**config.mk**
```make
export PLATFORM = sky130hd
export DESIGN_NAME = tdm_serializer
export DESIGN_NICKNAME = d
export VERILOG_FILES = /design/src/rtl/tdmser_pkg.sv /design/src/rtl/tdmser_seq.sv /design/src/rtl/tdmser_shift.sv /design/src/rtl/tdm_serializer.sv
export SDC_FILE = /design/constraint.sdc
export NUM_CORES = 1
export LEC_CHECK = 0
export ABC_CLOCK_PERIOD_IN_PS = 6600
export BUFFER_PORTS_ARGS = -buffer_cell sky130_fd_sc_hd__buf_2
export CAP_MARGIN = 0
export CORE_MARGIN = 5
export CORE_UTILIZATION = 56
export CTS_CLUSTER_DIAMETER = 100
export DETAILED_ROUTE_END_ITERATION = 7
export GPL_TIMING_DRIVEN = 1
export MAX_ROUTING_LAYER = met4
export PLACE_DENSITY = 0.81
export SYNTH_ARGS = -nofsm -noshare
export SYNTH_HDL_FRONTEND = slang
export SYNTH_SLANG_ARGS = --single-unit
```
**constraint.sdc**
```tcl
create_clock -name clk_i -period 6.6 [get_ports clk_i]
set_clock_uncertainty 0.2 [all_clocks]
set_input_delay 0 -clock clk_i [delete_from_list [all_inputs] [get_ports clk_i]]
set_output_delay 0 -clock clk_i [all_outputs]
set_load 0.05 [all_outputs]
```
**src/rtl/tdmser_pkg.sv**
```systemverilog
package tdmser_pkg;
  localparam int WORD_W   = 32;
  localparam int SLOT_MAX = 16;
  localparam int CFG_W    = 19;

  typedef struct packed {
    logic [2:0] sync_sel;
    logic [3:0] rsv_hi;
    logic       lsb_first;
    logic       drive_rise;
    logic       rsv_9;
    logic [4:0] wcode;
    logic [3:0] nslots_m1;
  } tdmser_cfg_t;

  function automatic logic [5:0] slot_bits(input logic [4:0] code);
    case (code)
      5'd4:    slot_bits = 6'd16;
      5'd8:    slot_bits = 6'd20;
      5'd12:   slot_bits = 6'd24;
      5'd16:   slot_bits = 6'd32;
      default: slot_bits = 6'd0;
    endcase
  endfunction
endpackage

```
**src/rtl/tdmser_seq.sv**
```systemverilog
module tdmser_seq #(
  parameter int BS_W = 8
) (
  input  logic            clk_i,
  input  logic            rst_ni,
  input  logic            run_i,
  input  logic            pol_i,
  input  logic            bclk_i,
  input  logic            sync_i,
  input  logic [BS_W-1:0] bit_start_i,
  input  logic [3:0]      nslots_m1_i,
  input  logic [5:0]      width_i,
  output logic            tick_o,
  output logic            drive_o,
  output logic            slot_start_o,
  output logic [3:0]      slot_o,
  output logic [4:0]      bit_o
);
  logic            bclk_q, sync_q, pend_q, busy_q;
  logic [BS_W-1:0] wcnt_q, wcnt_e;
  logic [3:0]      slot_q, slot_n;
  logic [4:0]      bit_q, bit_n;
  logic            rise, pend_e, start, last_bit, drive;

  assign tick_o = run_i & (pol_i ? (bclk_i & ~bclk_q) : (~bclk_i & bclk_q));

  always_comb begin
    rise     = sync_i & ~sync_q;
    pend_e   = rise | pend_q;
    wcnt_e   = rise ? bit_start_i : wcnt_q;
    start    = pend_e & (wcnt_e == '0);
    last_bit = ({1'b0, bit_q} == width_i - 6'd1);
    drive    = 1'b0;
    slot_n   = slot_q;
    bit_n    = bit_q;
    if (start) begin
      drive  = 1'b1;
      slot_n = '0;
      bit_n  = '0;
    end else if (busy_q) begin
      if (!last_bit) begin
        drive = 1'b1;
        bit_n = bit_q + 5'd1;
      end else if (slot_q != nslots_m1_i) begin
        drive  = 1'b1;
        slot_n = slot_q + 4'd1;
        bit_n  = '0;
      end
    end
  end

  assign drive_o      = drive;
  assign slot_o       = slot_n;
  assign bit_o        = bit_n;
  assign slot_start_o = tick_o & drive & (bit_n == '0);

  always_ff @(posedge clk_i or negedge rst_ni) begin
    if (!rst_ni) begin
      bclk_q <= 1'b0;
      sync_q <= 1'b0;
      pend_q <= 1'b0;
      busy_q <= 1'b0;
      wcnt_q <= '0;
      slot_q <= '0;
      bit_q  <= '0;
    end else begin
      bclk_q <= bclk_i;
      if (!run_i) begin
        sync_q <= 1'b0;
        pend_q <= 1'b0;
        busy_q <= 1'b0;
        wcnt_q <= '0;
        slot_q <= '0;
        bit_q  <= '0;
      end else if (tick_o) begin
        sync_q <= sync_i;
        pend_q <= pend_e & ~start;
        wcnt_q <= start ? '0 : (pend_e ? wcnt_e - 1'b1 : wcnt_q);
        busy_q <= drive;
        slot_q <= slot_n;
        bit_q  <= bit_n;
      end
    end
  end

  p_bit_below_width_r2: assert property (@(posedge clk_i) disable iff (!rst_ni || !run_i)
    busy_q |-> ({1'b0, bit_q} < width_i));
  p_slot_in_range_r1: assert property (@(posedge clk_i) disable iff (!rst_ni || !run_i)
    busy_q |-> (slot_q <= nslots_m1_i));
  p_delay_pending_r6: assert property (@(posedge clk_i) disable iff (!rst_ni || !run_i)
    (tick_o && sync_i && !sync_q && bit_start_i != '0) |=> pend_q);
endmodule

```
**src/rtl/tdmser_shift.sv**
```systemverilog
module tdmser_shift
  import tdmser_pkg::*;
(
  input  logic                clk_i,
  input  logic                rst_ni,
  input  logic                run_i,
  input  logic                tick_i,
  input  logic                drive_i,
  input  logic                slot_start_i,
  input  logic [3:0]          slot_i,
  input  logic [4:0]          bit_i,
  input  logic [5:0]          width_i,
  input  logic                lsb_first_i,
  input  logic [SLOT_MAX-1:0] slot_off_i,
  input  logic [WORD_W-1:0]   sample_i,
  input  logic                sample_vld_i,
  output logic                pop_o,
  output logic                sdata_o
);
  logic [WORD_W-1:0] word_q, word_e;
  logic              slot_on, take;
  logic [4:0]        pos;

  assign slot_on = ~slot_off_i[slot_i];
  assign take    = slot_start_i & slot_on & sample_vld_i;
  assign pop_o   = take;
  assign word_e  = slot_start_i ? (take ? sample_i : '0) : word_q;
  // left-aligned sample: LSB-first starts at bit 32-width
  assign pos = lsb_first_i ? 5'(6'd32 - width_i + 6'(bit_i)) : (5'd31 - bit_i);

  always_ff @(posedge clk_i or negedge rst_ni) begin
    if (!rst_ni) begin
      word_q  <= '0;
      sdata_o <= 1'b0;
    end else if (!run_i) begin
      word_q  <= '0;
      sdata_o <= 1'b0;
    end else if (tick_i) begin
      word_q  <= word_e;
      sdata_o <= drive_i & word_e[pos];
    end
  end

  p_mute_zero_r7: assert property (@(posedge clk_i) disable iff (!rst_ni)
    (tick_i && drive_i && slot_off_i[slot_i]) |=> !sdata_o);
  p_underrun_zero_r8: assert property (@(posedge clk_i) disable iff (!rst_ni)
    (slot_start_i && !sample_vld_i) |=> !sdata_o);
  p_hold_between_edges_r10: assert property (@(posedge clk_i) disable iff (!rst_ni)
    (run_i && !tick_i) |=> $stable(sdata_o));
endmodule

```
**src/rtl/tdm_serializer.sv**
```systemverilog
module tdm_serializer
  import tdmser_pkg::*;
#(
  parameter int N_SYNC = 7,
  parameter int BS_W   = 8
) (
  input  logic                clk_i,
  input  logic                rst_ni,
  input  logic                en_i,
  input  logic                srst_i,
  input  logic [CFG_W-1:0]    cfg_i,
  input  logic [BS_W-1:0]     bit_start_i,
  input  logic [SLOT_MAX-1:0] slot_off_i,
  input  logic                bclk_i,
  input  logic [N_SYNC-1:0]   fsync_i,
  input  logic [WORD_W-1:0]   sample_i,
  input  logic                sample_vld_i,
  output logic                sample_pop_o,
  output logic                sdata_o
);
  tdmser_cfg_t cfg;
  logic [5:0]  width;
  logic        run, sync_lvl, sel_ok;
  logic        tick, drive, slot_start;
  logic [3:0]  slot;
  logic [4:0]  bit_idx;

  assign cfg    = tdmser_cfg_t'(cfg_i);
  assign width  = slot_bits(cfg.wcode);
  assign sel_ok = (cfg.sync_sel != 3'd0) && (int'(cfg.sync_sel) <= N_SYNC);
  assign run    = en_i & ~srst_i & sel_ok & (width != 6'd0) &
                  (cfg.rsv_hi == 4'd0) & ~cfg.rsv_9;

  always_comb begin
    sync_lvl = 1'b0;
    for (int i = 0; i < N_SYNC; i++)
      if (int'(cfg.sync_sel) == i + 1) sync_lvl = fsync_i[i];
  end

  tdmser_seq #(.BS_W(BS_W)) u_seq (
    .clk_i        (clk_i),
    .rst_ni       (rst_ni),
    .run_i        (run),
    .pol_i        (cfg.drive_rise),
    .bclk_i       (bclk_i),
    .sync_i       (sync_lvl),
    .bit_start_i  (bit_start_i),
    .nslots_m1_i  (cfg.nslots_m1),
    .width_i      (width),
    .tick_o       (tick),
    .drive_o      (drive),
    .slot_start_o (slot_start),
    .slot_o       (slot),
    .bit_o        (bit_idx)
  );

  tdmser_shift u_shift (
    .clk_i        (clk_i),
    .rst_ni       (rst_ni),
    .run_i        (run),
    .tick_i       (tick),
    .drive_i      (drive),
    .slot_start_i (slot_start),
    .slot_i       (slot),
    .bit_i        (bit_idx),
    .width_i      (width),
    .lsb_first_i  (cfg.lsb_first),
    .slot_off_i   (slot_off_i),
    .sample_i     (sample_i),
    .sample_vld_i (sample_vld_i),
    .pop_o        (sample_pop_o),
    .sdata_o      (sdata_o)
  );

  p_idle_quiet_r9: assert property (@(posedge clk_i) disable iff (!rst_ni)
    !run |=> !sdata_o);
endmodule

```
==> metrics, run 1 <==
crit path capture type=flop; Max-slew headroom=0.251; post-synthesis sequential area ratio=0.315; most frequent cells in the layout=buf_2, nor2_1, dfrtp_1, nand2_1, dlygate4sd3_1; vias in the first global route=4,557; r2r endpoint=u_shift.sdata_o; Synth Area in Compound Gates=0.281; Worst Setup Path Type=flop to flop; post-CTS setup buffer count=0; Initial Util=0.564; Longest Clk Path Bufs=2; final hold vios=0; Hold Slack=between 70 and 80 ps; power per cell area=125 nW/µm²; flops & latches, synth=54; Worst Setup SP=u_seq.sync_q; Core Box Area=7610 µm²; gr ovfl total=0; final setup TNS=0 ps; initial DRC count=around 380; Seq. cell area=about 1400 µm²; nets@finish=729; I/O Buffers=89; number of distinct library cells after synthesis=71; num ports=90; multi-input logic area=2810 µm²; ys flop type=dfrtp_1; Clock Sinks=between 50 and 60; crit-path max FO=12; Die W=97.5 µm; Root Driver=clkbuf_8; Worst R2R Setup Slack=1400 ps; Synth Area in XOR/XNOR=0.0464; status=completed; # setup viols final=0; antenna diode count=0; worst-case reg-to-reg path depth=20; routed via count=4,629; crit path time final=5200 ps; Syn Std Cell Area=approximately 4300 µm²; Cells after Synth=517; WL/cell=17.1 µm; drt total wl=12,600 µm; Post-synth EDFFs=0; slew of the pin with the lowest slew margin=between 1000 and 1500 ps; peak supply drop=0.000181 V; fillers=626; drt first pass iters=8; overall routing resource usage=0.269; vias per inst=approximately 6.3; initial antenna violation count=0; CTS clk-pin slew, worst paths=100 ps; antenna-violating nets left=0; clock buffer count from CTS=5; fin crit share=0.788; placed wire-length estimate=8660 µm; FMAX=192 MHz; RSZ-0062 raised after global routing=false; Critical Path RT=6610 ps; CP Launch Type=flop; cell row count=32; CTS HTree Levels=2; Util after Layout=0.702; area share of fa/ha/maj cells after synthesis=0.0204; largest net degree at the start of global routing=55; die area=9510 µm²; asr flop ratio synth=1.00; Critical R2R Launch=u_seq.sync_q; P&R area growth vs syn=24.4%; post-synthesis simple-gate area fraction=0.219; LEAKAGE=between 0.002 and 0.0025 µW; Hold Path Class=input pin to flop; first-pass GRT wire length=between 20,000 and 25,000 µm; syn nets=612; Yosys warning total=0; DR DRC count=0; Clk Latency, worst-skew pair=320 ps; CTS tree=yes; max_cap viols=0; max-slew violations=0; critical path endpoint=u_shift.sdata_o; gpl congestion=0.959; synthesized area per cell=8.30 µm²; CP arrival=between 5000 and 6000 ps; DIE HEIGHT=97.5 µm; Power Total=669 µW; share of layout cells above drive strength 1=0.219; commonest non-fill, non-tap cell in the layout=buf_2; main combinational cell family by area after synthesis=compound AO/OA/AOI/OAI gates; mux share of post-synthesis cell area=0.0831
-- worst min-delay path by stage --
stage,start,end,slack [ps],cells past startpoint
6_report,fsync_i[6],u_seq.sync_q,70,5
2_1_floorplan,rst_ni,u_seq.bclk_q,-500,0
3_5_place_dp,bclk_i,u_seq.bclk_q,-60,1
3_3_place_gp,bclk_i,u_seq.bclk_q,-60,1
5_1_grt,fsync_i[6],u_seq.sync_q,130,5
4_1_cts,cfg_i[16],u_seq.sync_q,80,5
-- synthesized netlist by cell type, drive strengths merged (10+ instances only) --
cell type | number | area share
mux2 | 13 | 0.034
nand2 | 53 | 0.046
nand3 | 12 | 0.014
or3 | 10 | 0.016
inv | 13 | 0.011
mux2i | 12 | 0.028
clkbuf | 21 | 0.018
xnor2 | 15 | 0.034
dfrtp | 54 | 0.31
a21oi | 34 | 0.041
o21ai | 30 | 0.036
nor2 | 68 | 0.059
a22oi | 34 | 0.059
nor3 | 18 | 0.025
-- routing by layer --
metal / part of all wire / vias to the layer above / GRT usage / routed length (µm)
met1: 0.41 / 2171 / 0.333 / 5220
met2: 0.49 / 230 / 0.446 / 6200
li1: - / 2186 / - / -
met5: 0 / - / - / 0
met3: 0.065 / 42 / 0.0459 / 815
met4: 0.029 / 0 / 0.0969 / 369
-- logic make-up after synthesis --
family / after synthesis
simple gates: 196
xor+xnor: 21
fa+ha+maj: 7
flops: 54
mux: 29
buf+inv: 40
compound gates: 170
-- critical path, stage by stage (launching register included) --
cell and delay, ps:
dfrtp_1 400, inv_1 50, o2111ai_1 70, buf_4 240
mux2i_1 420, ha_1 230, nor4b_1 360, nand2_1 130
mux2i_1 150, buf_4 210, nor2_1 80, ha_1 310
o21a_1 190, or3_1 350, o21ai_0 110, a31oi_1 150
a311o_1 380, a211oi_1 310, a32oi_1 170, a32o_1 280
a311o_1 310
-- through the flow --
step	worst slack, ps	instance area, µm²	cells
2_1_floorplan	1300	4290	517
3_3_place_gp	1490	4830	687
3_5_place_dp	1230	4830	687
4_1_cts	1540	5340	737
5_1_grt	1130	5340	737
6_report	1400	5340	737
-- layout make-up --
type                            count  share of cell area
Sequential cell                    54               0.253
Clock buffer                        5              0.0129
Clock inverter                      3             0.00398
Multi-Input combinational cell    423               0.526
Inverter                           13             0.00914
Timing Repair Buffer              137               0.171
Tap cell                          102              0.0239
-- what timing repair did --
action	in CTS	in global routing
hold buffers	42	0
endpoints found under the hold margin	94	0
gates resized for setup	0	0
-- registers in the layout, summed over array words and instances, names as in the netlist --
register,count
u_shift.sdata_o,1
u_seq.slot_q,4
u_seq.bit_q,5
u_shift.word_q,32
u_seq.wcnt_q,8
u_seq.pend_q,1
u_seq.bclk_q,1
u_seq.sync_q,1
u_seq.busy_q,1
-- report_power, final --
group | total (µW) | switching, µW | internal (µW)
Sequential | 331 | 0.251 | 331
Clock | 190 | 115 | 74.8
Combinational | 148 | 76.8 | 71.6
Total | 669 | 192 | 477
Power figures use the tool's default switching activity.
==> run 2, diff against run 1 <==
- ABC_AREA: unset -> 1
- ABC_CLOCK_PERIOD_IN_PS: 6600 -> 5100
- CORE_UTILIZATION: 56 -> 55
- clock period: 6.6 -> 5.1 ns (I/O delays scaled with it)
==> run 2 against run 1 <==
  * Final area is 6.4% lower
  * Largest power group unchanged
  * Cell count up 5.8%
  * Setup slack worse by 800 ps
  * Global-route usage shrank 2.0 points
  * Non-clock buffer count down 6
  * Combinational power rose by 11%
  * Total power grew 27%
  * Synthesized cell count rose by 9.3%
  * Critical endpoint unchanged
  * Highest routed layer unchanged
  * Synthesized area decreased by 5.5%
  * Die area shrank 3.4%
==> metrics, run 2 <==
die area=9190 µm² (-3.4%); Core Box Area=7210 µm² (-5.2%); count leader, synth=nand2_1; multi-input logic area=2330 µm² (-17%); vias in the first global route=4,168 (-8.5%); Post-synth EDFFs=0 (unchanged); nets@finish=775 (+6.3%); overall routing resource usage=0.250 (-0.0197); I/O Buffers=89 (unchanged); antenna diode count=0 (unchanged); RSZ-0062 raised after global routing=false; Clock Sinks=54 (unchanged); Cells after Synth=565 (+9.3%); crit path time final=roughly 4500 ps; gpl congestion=0.924 (-3.7%); biggest registers after layout=u_shift.word_q: 32 flops, u_seq.wcnt_q: 8 flops, u_seq.bit_q: 5 flops; Seq. cell area=1350 µm² (unchanged); Hold Path Class=input pin to flop; area share of the largest cell type after synthesis=0.333 (+0.0184); WL/cell=13.8 µm (-19%); power per cell area=170 nW/µm² (+36%); fillers=611 (-2.4%); Crit-path slowest cell=nor2_2; synthesized area per cell=7.18 µm² (-14%); commonest non-fill, non-tap cell in the layout=nand2_1; DP Area=4530 µm² (-6.1%); vias per inst=5.48 (-13%); Worst Setup Path Type=input pin to flop; CTS HTree Levels=2 (unchanged); Yosys warning total=0 (unchanged); largest net degree at the start of global routing=55 (unchanged); Reg with most FFs=u_shift.word_q; CP top delay family=simple AND/OR/NAND/NOR gates; Worst R2R Setup Slack=850 ps (-550 ps); critical path's largest stage delay=580 ps (+160 ps); Worst Setup SP=cfg_i[18]; Die W=95.9 µm (-1.7%); hold path start=bit_start_i[0]; final hold vios=0 (unchanged); CP Depth=30 (+50%); post-synthesis sequential area ratio=0.333 (+0.0184); Initial Util=0.562 (-0.00206); DR DRC count=0 (unchanged); CTS clk-pin slew, worst paths=100 ps (about the same); share of layout cells above drive strength 1=0.194 (-0.0251); drt total wl=10,800 µm (-14%); CTS tree=yes; placed wire-length estimate=7530 µm (-13%); routed via count=4,278 (-7.6%); flops & latches, synth=54 (unchanged); num ports=90 (unchanged); syn nets=660 (+7.8%); clock buffer count from CTS=5 (unchanged); max reg flops=32 (unchanged); worst-case reg-to-reg path depth=24 (+20%); peak supply drop=0.0000920 V (-49%); # setup viols final=0 (unchanged); Critical R2R Launch=u_seq.sync_q; Root Driver=clkbuf_8; Worst Path Buf+Inv=5 (+2); CP Launch Type=input pin; Clk Latency, worst-skew pair=310 ps (about the same); antenna-violating nets left=0 (unchanged); r2r endpoint=u_shift.sdata_o; fin area=4990 µm² (-6.4%); P&R area growth vs syn=23.2%; most used cell, CP=nand2_1; gr ovfl total=0 (unchanged); first-pass GRT wire length=18,100 µm (-15%); ranking of synthesized cells by area=dfrtp_1, nand2_1, nand3_1; fin crit share=0.881; slew of the pin with the lowest slew margin=700 ps (-418 ps); Hold Slack=3.43 ps (-70.3 ps); initial antenna violation count=0 (unchanged); Max-slew headroom=0.533 (+0.282); DIE HEIGHT=95.9 µm (-1.7%); Syn Std Cell Area=4060 µm² (-5.5%); crit path capture type=flop; CP arrival=4560 ps (-650 ps); leading area contributor after synthesis=dfrtp_1; max_cap viols=0 (unchanged); LEAKAGE=0.00263 µW (+17%); Post-synth top cells=nand2_1, nand3_1, inv_1, dfrtp_1, nand4_1; critical path endpoint=u_shift.sdata_o; max-slew violations=0 (unchanged); final setup TNS=0 ps (unchanged); Critical Path RT=5160 ps (-1450 ps); number of distinct library cells after synthesis=38 (-46%); crit-path max FO=34 (+22); most frequent cells in the layout=nand2_1, buf_2, nand3_1, inv_1, dfrtp_1; Longest Clk Path Bufs=2 (unchanged); cell row count=31 (-3.1%); asr flop ratio synth=1.00 (unchanged); status=completed; initial DRC count=145 (-62%); ys flop type=dfrtp_1; FMAX=222 MHz; drt first pass iters=5 (-3)
==> run 2: cell count changes in the layout (fill, tap and decap cells not counted), sizes merged, moves of 12 or more <==
cell | previous run | this run
mux2i | 12 | 0
a21oi | 34 | 9
nand2 | 53 | 168
mux2 | 13 | 0
xnor2 | 15 | 2
nand3 | 12 | 66
nand4 | 3 | 42
o22ai | 2 | 14
nor2 | 68 | 28
nor3 | 18 | 4
a22oi | 34 | 0
a22o | 1 | 29
inv | 13 | 63
==> run 2: cells by family after synthesis <==
family,Yosys count,share of synthesized area
DFF,54,0.333
and+or+nand+nor,317,0.371
AOI/OAI and AO/OA,80,0.137
xor gates and xnor gates,19,0.0429
adders and majority gates,7,0.0216
buffers and inverters,88,0.0941
==> run 2: worst min-delay path by stage <==
stage                       to  slack [ps]  cells past startpoint
2_1_floorplan     u_seq.bclk_q        -500                      0
3_5_place_dp      u_seq.bclk_q         -70                      1
6_report       u_seq.wcnt_q[0]           3                      5
5_1_grt        u_seq.wcnt_q[6]          50                      4
3_3_place_gp      u_seq.bclk_q         -70                      1
4_1_cts        u_seq.wcnt_q[6]          10                      4
==> run 2: metrics by stage <==
step                      setup WS (ps)  utilization  instances  power [µW]
final                               605        0.692        780         849
after detailed placement            746        0.628        735         580
after global routing                114        0.692        780         889
after CTS                           530        0.691        779         857
after global placement              858        0.628        735         578
after floorplan                    1770            -        565         522
==> run 2: power by group <==
| group | internal (µW) | total (µW) | switching (µW) |
|---|---|---|---|
| registers | 428 | 428 | 0.0976 |
| logic | 75.8 | 165 | 89.6 |
| clock network | 110 | 255 | 145 |
==> run 2: what timing repair did <==
action                                  in CTS  in global routing
endpoints found under the setup margin       0                  1
buffers inserted                             0                  0
hold buffers                                36                  0
resized for setup                            0                  0
endpoints found under the hold margin       89                  0
==> run 2: final cells by class <==
| type | count | area share |
|---|---|---|
| sequential | 54 | 0.271 |
| tap | 99 | 0.0248 |
| clock inverter | 2 | 0.00251 |
| timing repair buffer | 131 | 0.170 |
| clock buffer | 6 | 0.0165 |
| inverter | 64 | 0.0481 |
| multi-input combinational | 424 | 0.467 |
==> run 2: routing by layer <==
layer / GRT usage / part of all wire / vias up / wire length [µm]
met1: 0.308 / 0.43 / 1981 / 4680
li1: - / - / 2147 / -
met2: 0.437 / 0.49 / 135 / 5280
met3: 0.0313 / 0.060 / 15 / 646
met4: 0.0569 / 0.016 / 0 / 174
met5: - / 0 / - / 0
==> run 2: worst reg2reg max path, delay by kind of cell, from the launching register on <==
kind	cells	cell delay [ps]
and+or+nand+nor	19	2790
AOI/OAI and AO/OA	1	150
buffers and inverters	3	490
DFF	1	370
adders and majority gates	1	220
==> run 3, diff against run 2 <==
--- a/config.mk
+++ b/config.mk
@@ -16,5 +16,5 @@
 export GPL_TIMING_DRIVEN = 1
 export MAX_ROUTING_LAYER = met4
-export PLACE_DENSITY = 0.81
+export PLACE_DENSITY = 0.89
 export SYNTH_ARGS = -nofsm -noshare
 export SYNTH_HDL_FRONTEND = slang
==> constraint.sdc (replaced) <==
create_clock -name clk_i -period 5.1 [get_ports clk_i]
set_clock_uncertainty 0.2 [all_clocks]
set_input_delay 1.02 -clock clk_i [delete_from_list [all_inputs] [get_ports clk_i]]
set_output_delay 1.02 -clock clk_i [all_outputs]
set_load 0.05 [all_outputs]
==> run 3 against run 2 <==
  * Clock power shrank 3%
  * Fmax fell by 9.1%
  * Wire length increased by 0.65%
  * Sequential share of layout area increased by 1.3 points
  * Flip-flop and latch count unchanged
  * Register-to-register slack improved by 530 ps
  * Sequential power about the same
  * Setup slack worse by 450 ps
  * Total power fell by 1.5%
  * Critical endpoint is now sample_pop_o
==> metrics, run 3 (synthesis results as in run 2) <==
status=completed; drt total wl=10,900 µm (+0.65%); Longest Clk Path Bufs=2 (unchanged); clock buffer count from CTS=5 (unchanged); CTS clk-pin slew, worst paths=90 ps (about the same); crit-path max FO=12 (-65%); DP Area=4580 µm² (+0.99%); final hold vios=0 (unchanged); Root Driver=clkbuf_8; Util after Layout=0.662 (-0.0307); crit path time final=4940 ps (+449 ps); vias in the first global route=4,121 (-1.1%); I/O Buffers=89 (unchanged); num ports=90 (unchanged); P&R area growth vs syn=17.7%; power per cell area=175 nW/µm² (+3.0%); CTS tree=yes; max-slew violations=0 (unchanged); cell row count=31 (unchanged); hold_buf cts=0 (-100%); overall routing resource usage=0.242 (-0.00783); crit path capture type=primary output; Reg power frac=0.513 (+0.008); share of layout cells above drive strength 1=0.223 (+0.0296); Power Total=835 µW (-1.5%); largest net degree at the start of global routing=55 (unchanged); Die W=95.9 µm (unchanged); die area=9190 µm² (unchanged); vias per inst=5.69 (+3.7%); CTS HTree Levels=2 (unchanged); logic gate share of total power=0.190 (-0.005); Core Box Area=7210 µm² (unchanged); placed wire-length estimate=7900 µm (+4.9%); WL/cell=14.3 µm (+3.7%); LEAKAGE=0.00254 µW (-3.4%); fin crit share=0.969 (+0.0879); Reg with most FFs=u_shift.word_q; Max-slew headroom=0.530 (-0.00255); sw power=232 µW (-1.2%); gr ovfl total=0 (unchanged); DIE HEIGHT=95.9 µm (unchanged); peak supply drop=0.000131 V (+43%); drt first pass iters=5 (unchanged); Worst Setup Path Type=input pin to primary output; initial antenna violation count=0 (unchanged); Non-Filler Instances=757 (-2.9%); Internal Power=603 µW (-1.7%); fin area=4770 µm² (-4.4%); biggest registers after layout=u_shift.word_q: 32 flops, u_seq.wcnt_q: 8 flops, u_seq.bit_q: 5 flops; routed via count=4,305 (+0.63%); Initial Util=0.562 (unchanged); CP Launch Type=input pin; slew of the pin with the lowest slew margin=704 ps (+4.63 ps); first-pass GRT wire length=17,500 µm (-3.2%); Critical Path RT=3880 ps (-1280 ps); DR DRC count=0 (unchanged); Seq. cell area=1350 µm² (unchanged); FMAX=202 MHz (-9.1%); max reg flops=32 (unchanged); Clock Sinks=54 (unchanged); Hold Path Class=flop to flop; switching share of power=0.278 (+0.000939); # setup viols final=0 (unchanged); Placed Cells=741 (+0.82%); fillers=641 (+4.9%); multi-input logic area=2370 µm² (+1.6%); Hold Slack=286 ps (+283 ps); commonest non-fill, non-tap cell in the layout=nand2_1; Clk Latency, worst-skew pair=300 ps (about the same); initial DRC count=221 (+52%); gpl congestion=0.918 (-0.62%); antenna-violating nets left=0 (unchanged); CP arrival=3720 ps (-840 ps); max_cap viols=0 (unchanged); antenna diode count=0 (unchanged); Clock power frac=0.297 (-0.003); most frequent cells in the layout=nand2_1, buf_2, nand3_1, inv_1, dfrtp_1; nets@finish=752 (-3.0%)
[run 3: stage by stage]
step | setup WS, ps | setup TNS, ps
finish | 156 | 0
CTS | 3.70 | 0
global route | -79.7 | -79.7
global placement | 92.9 | 0
detailed placement | -71.1 | -71.1
floorplan | 148 | 0
[run 3: per-layer routing]
metal / track usage / part of all wire / vias to the layer above
met5: - / 0 / -
met4: 0.0972 / 0.026 / 0
met3: 0.0250 / 0.058 / 28
met2: 0.418 / 0.51 / 172
met1: 0.289 / 0.40 / 2008
li1: - / - / 2097
[run 3: final timing paths]
kind | startpoint | end | slack, ps | depth (start not counted)
hold / removal | u_shift.word_q[24] | u_shift.word_q[24] | 290 | 1
setup reg to reg | u_seq.sync_q | u_shift.sdata_o | 1380 | 24
max in group asynchronous | rst_ni | u_seq.wcnt_q[7] | 3600 | 2
setup / recovery | cfg_i[5] | sample_pop_o | 160 | 19
hold reg to reg | u_shift.word_q[24] | u_shift.word_q[24] | 290 | 1
min in group asynchronous | rst_ni | u_shift.word_q[19] | 640 | 2
[run 3: power groups by stage]
stage / sequential [µW] / clock, µW / combinational (µW)
2_1_floorplan: 437 / 0 / 84.8
3_3_place_gp: 437 / 0 / 144
3_5_place_dp: 437 / 0 / 149
4_1_cts: 428 / 253 / 150
5_1_grt: 428 / 274 / 176
6_report: 428 / 248 / 159
[run 3: what timing repair did]
item / CTS / global route
setup buffers: 0 / 7
setup endpoints to repair: 1 / 1
pin swaps: 0 / 4
gates resized for setup: 2 / 10
gates cloned: 0 / 1
[run 3: worst max-delay path, stage by stage]
cell	delay (ps)
buf_2	100
inv_1	50
nand2_1	80
nor2_4	130
nand3_1	130
ha_1	230
xor2_1	200
xor2_1	230
nand2_1	130
nor2_4	200
nand3_1	120
nand2_1	130
inv_4	70
or2_2	270
nand3_1	90
nand3_1	90
nand3_2	100
and3_4	200
buf_6	160
[run 3: layout make-up]
type                    count  share of cell area
multi-input cells         424               0.496
flip-flops and latches     54               0.283
repair buffers            108               0.125
inverters                  64              0.0509
well taps                  99              0.0260
clock buffers               7              0.0181
clock inverters             1             0.00105
